`src/rtl/clk_los_monitor.sv`:
```
module clk_los_monitor #(
  parameter int CNT_W       = 17,
  parameter int QUAL_EDGES  = 8,
  parameter int SYNC_STAGES = 2
) (
  input  logic             clk_mon,
  input  logic             rst_n,
  input  logic             ref_clk,
  input  logic [CNT_W-1:0] tc_cfg,
  input  logic [1:0]       irq_mask,
  output logic             freeze_o,
  output logic             los_o,
  output logic             irq_o
);
  localparam int QW = $clog2(QUAL_EDGES + 1);

  typedef enum logic [1:0] {ST_OK, ST_SOFT, ST_LOS} st_t;

  logic [SYNC_STAGES:0] sync_q;
  logic [CNT_W-1:0]     cnt;
  logic [QW-1:0]        qual;
  logic [1:0]           stat_q;
  st_t                  st;

  wire rise      = sync_q[SYNC_STAGES-1] & ~sync_q[SYNC_STAGES];
  wire enabled   = |tc_cfg;
  wire expire    = enabled & ~rise & (cnt >= tc_cfg - CNT_W'(1));
  wire qual_done = (qual == QW'(QUAL_EDGES - 1));

  assign los_o    = (st == ST_LOS);
  assign freeze_o = (st != ST_OK);
  assign irq_o    = |(({los_o, freeze_o} ^ stat_q) & ~irq_mask);

  always_ff @(posedge clk_mon) begin
    if (!rst_n) begin
      sync_q <= '0;
      cnt    <= '0;
      qual   <= '0;
      st     <= ST_OK;
      stat_q <= '0;
    end else begin
      sync_q <= {sync_q[SYNC_STAGES-1:0], ref_clk};
      stat_q <= {los_o, freeze_o};
      if (!enabled) begin
        cnt  <= '0;
        qual <= '0;
        st   <= ST_OK;
      end else begin
        cnt <= (rise || expire) ? '0 : cnt + CNT_W'(1);
        case (st)
          ST_OK:   if (expire) st <= ST_SOFT;
          ST_SOFT: begin
            if (rise) st <= ST_OK;
            else if (expire) begin
              st   <= ST_LOS;
              qual <= '0;
            end
          end
          ST_LOS: begin
            if (rise) begin
              if (qual_done) begin
                st   <= ST_OK;
                qual <= '0;
              end else qual <= qual + QW'(1);
            end else if (expire) qual <= '0;
          end
          default: st <= ST_OK;
        endcase
      end
    end
  end
endmodule


```
`config.mk`:
```
export PLATFORM = sky130hd
export DESIGN_NAME = clk_los_monitor
export DESIGN_NICKNAME = d
export VERILOG_FILES = /design/src/rtl/clk_los_monitor.sv
export SDC_FILE = /design/constraint.sdc
export NUM_CORES = 1
export LEC_CHECK = 0
export ABC_AREA = 1
export BUFFER_PORTS_ARGS = -buffer_cell sky130_fd_sc_hd__clkbuf_2
export CORE_ASPECT_RATIO = 1.5
export CORE_UTILIZATION = 35
export DETAILED_ROUTE_END_ITERATION = 8
export GPL_TIMING_DRIVEN = 1
export PLACE_DENSITY = 0.62
export SLEW_MARGIN = 5
export SYNTH_ARGS = -nofsm -noshare
export SYNTH_HDL_FRONTEND = slang
export SYNTH_SLANG_ARGS = --single-unit
```
`constraint.sdc`:
```
create_clock -name clk_mon -period 4.2 [get_ports clk_mon]
set_input_delay 0.42 -clock clk_mon [delete_from_list [all_inputs] [get_ports clk_mon]]
set_output_delay 0.42 -clock clk_mon [all_outputs]
set_load 0.02 [all_outputs]
```
==> results.py <==
metrics = {
    "cells_and_area": {
        "multi_input_area_mm2": 0.001334,
        "area_growth_pct": 12.89,
        "final_cell_area_mm2": 0.002367,
        "n_antenna_cell": 0,
        "fillers": 633,
        "drive_gt1_share_pct": 15.71,
        "final_cells": 403,
        "register_area_um2": 560.5,
        "nNetsFinal": 374,
    },
    "setup_path": {
        "r2r-end": "cnt[13]",
        "cp_slowest_stage_delay_ps": 310,
        "worst-path-buf-inv": 2,
        "reg2reg_depth": 8,
        "crit_family": "simple AND/OR/NAND/NOR gates",
        "start_kind": "input pin",
        "required_ps": 4390,
        "slowest_stage": "nor3_1",
        "crit_cells": 16,
        "worstReg2RegStart": "cnt[14]",
        "cp_cell_sequence": "clkbuf_2 > inv_1 > ha_1 > nand2_1 > nor3_1 > and3_1 > nand3_1 > xor2_1 > ha_1 > a21oi_1 > o21ai_0 > nor2_1 > nand3_1 > nand2_2 > nand3_4 > nor3b_1",
        "endpoint_kind": "flip-flop",
        "r2r_slack_ps": 2340,
        "criticalPathCategory": "input pin to flip-flop",
        "arrival_ps": 3180,
        "cp_max_fo": 17,
    },
    "power_and_ir_drop": {
        "p_per_area_mw_per_mm2": 231.5,
        "p_leak_uw": 0.001144,
        "irDropWorstVdd_v": 0.0001392,
    },
    "clock_tree": {
        "cts.path.max_buffers": 2,
        "numCtsBuffers": 3,
        "ctsHoldBuffers": 0,
        "cts-resized-gates": 0,
        "htreeDepth": 1,
        "path_clk_slew_ps": 90,
        "cts_tree": "done",
        "clock-sinks": 28,
        "clkLatencyLatePin_ps": 270,
        "cts_root_buf": "clkbuf_8",
        "cts_setup_buffers": 0,
    },
    "yosys": {
        "synthArstFlopShare_pct": 0,
        "syn_avg_cell_area_um2": 6.898,
        "synth_cell_types": 32,
        "syn_nets": 346,
        "synthCells": 304,
        "synth_edf_count": 0,
        "synthTopCellsByArea": "dfxtp_1 (27%), ha_1 (12%), nand2_1 (11%)",
        "yosys_warnings": 0,
        "ys_ff_latch": 28,
        "synth_top_cell_by_area": "dfxtp_1",
        "synth_commonest_cells": "nand2_1 (62), inv_1 (50), nor2_1 (46)",
        "ys_seq_area_share_pct": 26.73,
        "synth_top_area_share_pct": 26.73,
        "syn-cell-area_mm2": 0.002097,
        "yosysMostFrequentCell": "nand2_1",
        "synth_flop_cell": "dfxtp_1",
    },
    "die": {
        "dieArea_mm2": 0.006311,
        "ioPinCount": 25,
        "core.rowCount": 34,
        "die_height_um": 96.80,
        "fp.dieW_um": 65.20,
        "initial_core_util_pct": 36.25,
        "core_area_mm2": 0.005786,
    },
    "route": {
        "detail_route.vias_per_cell": 4.640,
        "drt_iter0_markers": 58,
        "ant_nets": 0,
        "drt_pass1_iterations": 4,
        "wire_per_inst_um": 10.47,
        "drt-total-wl_um": 4218,
        "vias": 1870,
        "post-route-drc-count": 0,
    },
    "hold_path": {
        "hold_path_class": "input pin to flip-flop",
        "whs_endpoint": "sync_q[0]",
        "hp-start": "ref_clk",
        "hold_depth": 3,
    },
    "timing": {
        "fmax_mhz": 334.0,
        "setup_tns_ps": 0,
        "final.setup_skew_ps": 4.641,
        "post-route-period-util_pct": 71.28,
        "rsz0062_at_grt": "false",
        "final.setup.worst_slack_ps": 1206,
        "fin_crit_ps": 2994,
        "slew_violations": 0,
        "relSlewSlack_pct": 76.16,
        "setup_violations": 0,
        "tightestPinTransition_ps": 354.8,
        "hold_violations": 0,
    },
    "place": {
        "gp_congestion": 0.8689,
        "port-buffer-count": 24,
        "dpl.hpwl_um": 3624,
        "post-place-cells": 399,
        "pre_cts_ws_ps": 941.5,
        "placed_cell_area_mm2": 0.002296,
    },
    "flow_run": {
        "maxCapViolCount": 0,
    },
    "global_routing": {
        "grt_max_degree": 18,
        "antenna_found_initial": 0,
        "grt_usage_pct": 14.24,
        "overflow": 0,
        "grt_pass1_wl_um": 7176,
        "grt_pass1_vias": 1777,
    },
    "outcome": {
        "outcome": "completed",
    },
}
-- report_power, final --
part	leakage, µW	switching, µW	internal (µW)
clock network	0.0000357	80.9	128
registers	0.000227	2.63	269
logic	0.000882	40.4	27.8
-- how the worst max path moves through the flow --
stage	to	slack [ps]	startpoint
5_1_grt	cnt[13]	880	tc_cfg[0]
3_3_place_gp	qual[2]	970	tc_cfg[0]
2_1_floorplan	qual[2]	1470	tc_cfg[1]
4_1_cts	qual[2]	1210	tc_cfg[0]
3_5_place_dp	qual[2]	940	tc_cfg[0]
6_report	cnt[13]	1210	tc_cfg[0]
-- placed cells by master, fill, tap and decap left out, types with 3 or more instances in the layout --
cell | netlist | layout
nand3_1 | 10 | 10
nand2_2 | 6 | 6
o21ai_0 | 7 | 7
xor2_1 | 13 | 13
nor3b_1 | 3 | 3
clkbuf_8 | 0 | 3
xnor2_1 | 10 | 10
ha_1 | 20 | 20
dfxtp_1 | 28 | 28
nor3_1 | 7 | 7
a31oi_1 | 3 | 3
a21oi_1 | 11 | 11
nand2_1 | 62 | 62
nor2_2 | 5 | 5
nor3_2 | 3 | 3
nor2_4 | 3 | 3
clkbuf_2 | 0 | 24
inv_1 | 50 | 50
nand4_1 | 3 | 3
nor2_1 | 46 | 46
-- per-layer routing --
metal / routed length [µm] / GRT usage [%] / up-vias
met2: 2423 / 28.07 / 18
met5: 0 / 0 / -
met4: 73 / 5.853 / 0
met3: 57 / 1.061 / 4
li1: - / - / 1011
met1: 1663 / 14.48 / 837
-- final cells by class --
type,instances,share of cell area (%)
sequential,28,23.68
tap,72,3.805
clock buffer,3,1.744
multi-input combinational,224,56.34
timing repair buffer,24,5.074
clock inverter,1,1.268
inverter,51,8.087
-- cell families (layout without fill, tap and decap cells) --
family / count (synthesis) / in the layout / synth area share, %
AOI/OAI and AO/OA: 24 / 24 / 6.384
xor gates and xnor gates: 23 / 23 / 9.606
adders and majority gates: 20 / 20 / 11.93
buffers and inverters: 52 / 79 / 9.666
DFF: 28 / 28 / 26.73
and+or+nand+nor: 157 / 157 / 35.68
-- state kept, by name (all words and copies together), names as in the netlist --
| name | count |
|---|---|
| st | 2 |
| sync_q | 3 |
| stat_q | 2 |
| cnt | 17 |
| qual | 4 |
-- worst reg2reg max path: cells and delay by family, from the launching register on --
family,cells,cell delay [ps]
compound gates,2,340
fa+ha+maj,1,310
flops,1,350
simple gates,5,770
-- per-stage QoR --
stage	util (%)	total power (µW)	hold WS, ps
2_1_floorplan	-	321.3	390.0
3_3_place_gp	39.68	345.5	395.2
3_5_place_dp	39.68	346.8	406.7
4_1_cts	40.92	560.1	313.2
5_1_grt	40.92	575.8	322.1
6_report	40.92	548.1	320.0
(Power assumes the default switching activity.)
